**src/rtl/pwm_dual_pkg.sv**
```systemverilog
package pwm_dual_pkg;

    localparam int CH_STRIDE = 15;       // bit stride of channel groups in the control word
    localparam int RDY_BASE  = 28;       // busy flag of channel n sits at RDY_BASE + n
    localparam int CODE_W    = 4;
    localparam int CNT_W     = 16;
    localparam int PRE_W     = 17;       // wide enough for the largest ratio
    localparam logic [CODE_W-1:0] CODE_DIRECT = 4'hF;

    // Field order matches bit order inside a channel group: [6] gate .. [3:0] code
    typedef struct packed {
        logic              gate;
        logic              pol;
        logic              en;
        logic [CODE_W-1:0] code;
    } ch_cfg_t;

    localparam int CFG_W = $bits(ch_cfg_t);

    // [31:16] length minus one, [15:0] duty
    typedef struct packed {
        logic [CNT_W-1:0] len_m1;
        logic [CNT_W-1:0] duty;
    } wave_t;

    // Clocks per count for a divider code; 0 means no ratio (counter frozen)
    function automatic logic [PRE_W-1:0] code_ratio(input logic [CODE_W-1:0] code);
        logic [PRE_W-1:0] r;
        case (code)
            4'd0:    r = 17'd120;
            4'd1:    r = 17'd180;
            4'd2:    r = 17'd240;
            4'd3:    r = 17'd360;
            4'd4:    r = 17'd480;
            4'd8:    r = 17'd12000;
            4'd9:    r = 17'd24000;
            4'd10:   r = 17'd36000;
            4'd11:   r = 17'd48000;
            4'd12:   r = 17'd72000;
            4'd15:   r = 17'd1;
            default: r = 17'd0;
        endcase
        return r;
    endfunction

endpackage

```
**src/rtl/pwm_dual_regs.sv**
```systemverilog
module pwm_dual_regs
    import pwm_dual_pkg::*;
#(
    parameter int N_CH   = 2,
    parameter int ADDR_W = 4
) (
    input  logic                   clk,
    input  logic                   rst,
    input  logic                   we,
    input  logic [ADDR_W-1:0]      addr,
    input  logic [31:0]            wdata,
    input  logic [N_CH-1:0]        absorb,
    output logic [31:0]            rdata,
    output ch_cfg_t [N_CH-1:0]     cfg,
    output wave_t   [N_CH-1:0]     stage,
    output logic    [N_CH-1:0]     busy
);

    localparam int IDX_W = ADDR_W - 2;

    logic [IDX_W-1:0] idx;
    logic [1:0]       unused_addr;

    assign idx         = addr[ADDR_W-1:2];
    assign unused_addr = addr[1:0];

    ch_cfg_t [N_CH-1:0] cfg_q;
    wave_t   [N_CH-1:0] stage_q;
    logic    [N_CH-1:0] busy_q;

    always_ff @(posedge clk) begin
        if (rst) begin
            cfg_q   <= '0;
            stage_q <= '0;
            busy_q  <= '0;
        end else begin
            for (int i = 0; i < N_CH; i++) begin
                if (we && idx == '0)
                    cfg_q[i] <= ch_cfg_t'(wdata[i*CH_STRIDE +: CFG_W]);
                if (we && idx == IDX_W'(i + 1) && !busy_q[i]) begin
                    stage_q[i] <= wave_t'(wdata);
                    busy_q[i]  <= 1'b1;
                end else if (absorb[i]) begin
                    busy_q[i]  <= 1'b0;
                end
            end
        end
    end

    always_comb begin
        rdata = '0;
        if (idx == '0) begin
            for (int i = 0; i < N_CH; i++) begin
                rdata[i*CH_STRIDE +: CFG_W] = cfg_q[i];
                rdata[RDY_BASE + i]         = busy_q[i];
            end
        end else begin
            for (int i = 0; i < N_CH; i++)
                if (idx == IDX_W'(i + 1))
                    rdata = stage_q[i];
        end
    end

    assign cfg   = cfg_q;
    assign stage = stage_q;
    assign busy  = busy_q;

endmodule

```
**src/rtl/pwm_dual_prescale.sv**
```systemverilog
module pwm_dual_prescale
    import pwm_dual_pkg::*;
(
    input  logic              clk,
    input  logic              rst,
    input  logic              run,
    input  logic [CODE_W-1:0] code,
    output logic              tick
);

    logic [PRE_W-1:0] ratio;
    logic [PRE_W-1:0] pre_q;
    logic             has_ratio;

    assign ratio     = code_ratio(code);
    assign has_ratio = (ratio != '0);
    // >= keeps a mid-count code change from running the counter past its limit
    assign tick      = run && has_ratio && (pre_q >= ratio - PRE_W'(1));

    always_ff @(posedge clk) begin
        if (rst || !run || !has_ratio)
            pre_q <= '0;
        else if (tick)
            pre_q <= '0;
        else
            pre_q <= pre_q + PRE_W'(1);
    end

endmodule

```
**src/rtl/pwm_dual_chan.sv**
```systemverilog
module pwm_dual_chan
    import pwm_dual_pkg::*;
(
    input  logic             clk,
    input  logic             rst,
    input  ch_cfg_t          cfg,
    input  wave_t            stage,
    input  logic             pend,
    output logic             absorb,
    output logic             pwm,
    output logic             run,
    output logic [CNT_W-1:0] cnt,
    output wave_t            live
);

    logic             tick;
    logic             wrap;
    logic [CNT_W-1:0] cnt_q;
    wave_t            live_q;

    assign run = cfg.en & cfg.gate;

    pwm_dual_prescale u_pre (
        .clk  (clk),
        .rst  (rst),
        .run  (run),
        .code (cfg.code),
        .tick (tick)
    );

    assign wrap   = tick && (cnt_q == live_q.len_m1);
    assign absorb = pend && (!run || wrap);

    always_ff @(posedge clk) begin
        if (rst) begin
            cnt_q  <= '0;
            live_q <= '0;
        end else if (!run) begin
            cnt_q <= '0;
            if (pend)
                live_q <= stage;
        end else if (tick) begin
            if (wrap) begin
                cnt_q <= '0;
                if (pend)
                    live_q <= stage;
            end else begin
                cnt_q <= cnt_q + CNT_W'(1);
            end
        end
    end

    assign pwm  = (run && (cnt_q < live_q.duty)) ? cfg.pol : ~cfg.pol;
    assign cnt  = cnt_q;
    assign live = live_q;

endmodule

```
**src/rtl/pwm_dual_ctrl.sv**
```systemverilog
module pwm_dual_ctrl
    import pwm_dual_pkg::*;
#(
    parameter int N_CH   = 2,
    parameter int ADDR_W = 4
) (
    input  logic              clk,
    input  logic              rst,
    input  logic              we,
    input  logic [ADDR_W-1:0] addr,
    input  logic [31:0]       wdata,
    output logic [31:0]       rdata,
    output logic [N_CH-1:0]   pwm_out
);

    ch_cfg_t [N_CH-1:0]            cfg_w;
    wave_t   [N_CH-1:0]            stage_w;
    wave_t   [N_CH-1:0]            live_w;
    logic    [N_CH-1:0]            busy_w;
    logic    [N_CH-1:0]            absorb_w;
    logic    [N_CH-1:0]            run_w;
    logic    [N_CH-1:0][CNT_W-1:0] cnt_w;

    pwm_dual_regs #(.N_CH(N_CH), .ADDR_W(ADDR_W)) u_regs (
        .clk    (clk),
        .rst    (rst),
        .we     (we),
        .addr   (addr),
        .wdata  (wdata),
        .absorb (absorb_w),
        .rdata  (rdata),
        .cfg    (cfg_w),
        .stage  (stage_w),
        .busy   (busy_w)
    );

    for (genvar g = 0; g < N_CH; g++) begin : g_ch
        pwm_dual_chan u_chan (
            .clk    (clk),
            .rst    (rst),
            .cfg    (cfg_w[g]),
            .stage  (stage_w[g]),
            .pend   (busy_w[g]),
            .absorb (absorb_w[g]),
            .pwm    (pwm_out[g]),
            .run    (run_w[g]),
            .cnt    (cnt_w[g]),
            .live   (live_w[g])
        );
    end

endmodule

```
**config.mk**
```make
export PLATFORM = sky130hd
export DESIGN_NAME = pwm_dual_ctrl
export DESIGN_NICKNAME = d
export VERILOG_FILES = /design/src/rtl/pwm_dual_pkg.sv /design/src/rtl/pwm_dual_regs.sv /design/src/rtl/pwm_dual_prescale.sv /design/src/rtl/pwm_dual_chan.sv /design/src/rtl/pwm_dual_ctrl.sv
export SDC_FILE = /design/constraint.sdc
export NUM_CORES = 1
export LEC_CHECK = 0
export ABC_AREA = 0
export BUFFER_PORTS_ARGS = -buffer_cell sky130_fd_sc_hd__buf_2
export CAP_MARGIN = 20
export CORE_ASPECT_RATIO = 1.1
export CORE_MARGIN = 5
export CORE_UTILIZATION = 55
export CTS_BUF_LIST = sky130_fd_sc_hd__clkbuf_8
export DETAILED_ROUTE_END_ITERATION = 12
export GPL_TIMING_DRIVEN = 0
export PLACE_DENSITY = 0.84
export RECOVER_POWER = 25
export SETUP_SLACK_MARGIN = 0.5
export SYNTH_ARGS = -nofsm -noshare
export SYNTH_HDL_FRONTEND = slang
export SYNTH_SLANG_ARGS = --single-unit
```
**constraint.sdc**
```tcl
create_clock -name clk -period 5.4 [get_ports clk]
set_input_delay 0 -clock clk [delete_from_list [all_inputs] [get_ports clk]]
set_output_delay 0 -clock clk [all_outputs]
set_load 0.01 [all_outputs]
```
==> metrics.txt <==
Crit. End Element=register; largest net degree at the start of global routing=11; final setup fails=0; sequential share of power=0.475; Worst setup SP type=register; clk sink count=240; placed cells=1824; status=completed; Clk pwr share=0.462; minimum clock period=4.430 ns; period utilization=0.8205; Distinct cells, synth=58; switching pwr=0.0009244 W; pre-CTS WS=0.9002 ns; via count of the first global-routing pass=10720; unrepaired setup endpoints after global routing=no; WL per Instance=roughly 17 um; Final Util=0.6523; P_leak=5.245 nW; commonest register cell after synthesis=dfxtp_1; clock latency at the later pin of the worst-skew pair=0.55 ns; Relative slew margins=0.4116; antenna viol nets, final=0; setup ws final=0.9695 ns; Layout Nets=1728; Crit Path Max Fanout=10; Synth warnings=0; Port Buffer Count=68; Core Area=21510 um^2; setup TNS=0 ns; Sw Ratio=0.2393; R2R Setup Slk=0.97 ns; die span in y=165.5 um; initial antenna violation count=1; gr usage total=0.2577; PwrDens=275.3 nW/um^2; WP data arrival=4.89 ns; grt total ovfl=0; Post-CTS Setup Inserts=0; mean cell area of the mapped netlist=just over 8 um^2; Synth async-reset ratio=0; final WL=approximately 32 mm; Iteration-0 DRC Markers=between 800 and 900; overall power=roughly 0.0039 W; max cap viols=0; actual slew at the worst max-slew pin=between 0.8 and 0.9 ns; Seq/Total Area, Yosys=0.3975; Cells after Synth=approximately 1500; data required time of the worst path=5.86 ns; final hold vios=0; combinational power share=0.063; Synth Cell Area=12090 um^2; Achievable Freq=225.7 MHz; Yosys reg bits=240; commonest cells after routing, fill and taps aside=nand2_1, dfxtp_1, nor2_1; Slew Limit Fails=0; I/O pins=73; Worst Skew=0.02296 ns; CTS root buf=clkbuf_8; Internal=0.002939 W; commonest non-fill, non-tap cell in the layout=nand2_1; EDFF count, synth=0; htree depth=2; Max IR drop VDD=0.0002350 V; clock tree buffer depth=3; layout cells sized above 1=0.08969; crit path kind=register to register; post-DR vias/cell=approximately 5.7; Site Rows=56; Layout Cells excl Fill=1931; CTS tree=done; global-route wire length before repair=52.32 mm; full die area=25040 um^2; DP Wirelength=23.70 mm; Die W=151.3 um; gp weighted congestion=0.9420; 1st-pass router iterations=6; via count=10910; Num CTS Buffers=40; Area Overhead vs Synth=16.10%; Hold WC Path Type=input pin to register; Initial Utilization=0.5619; Worst-path clk slew=~0.060 ns; DR DRC count=0; Syn Nets=1583
[cell families (layout without fill, tap and decap cells)]
group / Yosys count / count (layout) / synth area share
XOR/XNOR: 101 / 101 / 0.07319
multiplexers: 89 / 89 / 0.07371
other: 0 / 2 / 0
AND/OR/NAND/NOR: 607 / 607 / 0.2228
AO/OA/AOI/OAI: 211 / 211 / 0.1054
flip-flops: 240 / 240 / 0.3975
buffers and inverters: 140 / 313 / 0.04669
adder cells (fa/ha/maj): 78 / 78 / 0.08075
[cell usage after synthesis, types with 3 or more instances]
master    count  area [um^2]
nand2_1     322         1209
dfxtp_1     240         4805
nor2_1      111        416.7
a21oi_1     102        510.5
mux2i_1      89        890.9
ha_1         78        975.9
clkbuf_1     65        244.0
inv_1        61        229.0
xnor2_1      54        473.0
xor2_1       47        411.6
nand3_1      43        215.2
o21ai_0      42        210.2
nand4_1      24        150.1
nor4_1       22        137.6
a22o_1       16        140.1
and3_1       13        81.33
nor3_1       13        65.06
or3_1        10        62.56
a211oi_1      9        67.56
nand2b_1      8        50.05
nor2b_1       8        50.05
a21o_1        7        52.55
buf_2         7        35.03
o31ai_1       7        52.55
or2_2         7        43.79
and2_1        6        37.54
or4_1         6        45.04
a31oi_1       5        31.28
and4_1        4        35.03
buf_6         3        33.78
o21ai_1       3        15.01
[what timing repair did]
item	4_1_cts	5_1_grt
hold buffers	35	0
setup endpoints to repair	0	20
hold endpoints to repair	70	0
resized for setup	0	1
[power by group through the flow]
stage	Clock, W	Sequential [W]	Combinational, W
floorplan	0	0.00186	0.000144
global placement	0	0.00187	0.000210
detailed placement	0	0.00187	0.000217
CTS	0.00181	0.00183	0.000239
global route	0.00190	0.00184	0.000264
finish	0.00179	0.00183	0.000243
[registers in the layout, summed over array words and instances, names as in the netlist]
| signal | count |
|---|---|
| u_regs.busy | 2 |
| u_regs.cfg | 14 |
| g_ch.u_chan.u_pre.ratio | 30 |
| g_ch.u_chan.u_pre.pre_q | 34 |
| g_ch.u_chan.cnt | 32 |
| g_ch.u_chan.live | 64 |
| u_regs.stage | 64 |
[worst max-delay path, stage by stage (launching register included)]
cell and delay (ns):
dfxtp_1 0.35, or3_1 0.41, nor4_1 0.38, nand3_1 0.19, nor3_1 0.27, nor2b_1 0.10
ha_1 0.32, nand4_1 0.13, o31ai_1 0.23, o21ai_1 0.14, a211oi_1 0.73, o21ai_2 0.17
a31oi_2 0.47, buf_6 0.24, mux2i_1 0.23
[final cells by class]
class	instances	area [um^2]
Antenna cell	2	5.005
Buffer	79	334.1
Clock buffer	51	701.9
Clock inverter	19	196.4
Fill cell	1744	7478
Inverter	61	229.0
Multi-Input combinational cell	1086	6724
Sequential cell	240	4805
Tap cell	290	362.8
Timing Repair Buffer	103	674.4
[worst paths after layout]
check / start / to / depth (start not counted)
min: rst / g_ch[1].u_chan.u_pre.pre_q[12] / 4
max: g_ch[0].u_chan.u_pre.ratio[5] / g_ch[0].u_chan.live[30] / 14
max reg2reg: g_ch[0].u_chan.u_pre.ratio[5] / g_ch[0].u_chan.live[30] / 14
min reg2reg: g_ch[1].u_chan.live[13] / g_ch[1].u_chan.live[13] / 2
[layer usage]
metal / up-vias / GRT usage / part of all wire / routed length (um)
met1: 5114 / 0.3026 / 0.40 / 12800
met4: 0 / 0.1257 / 0.043 / 1382
met3: 119 / 0.04340 / 0.062 / 1983
met2: 393 / 0.4532 / 0.50 / 16060
met5: - / 0 / 0 / 0
li1: 5288 / - / - / -
[through the flow]
step | area (um^2) | hold WS, ns
2_1_floorplan | 12090 | 0.1360
3_3_place_gp | 12790 | 0.2548
3_5_place_dp | 12790 | 0.2649
4_1_cts | 14040 | 0.04185
5_1_grt | 14030 | 0.1965
6_report | 14030 | 0.1620
(Power assumes the default switching activity.)
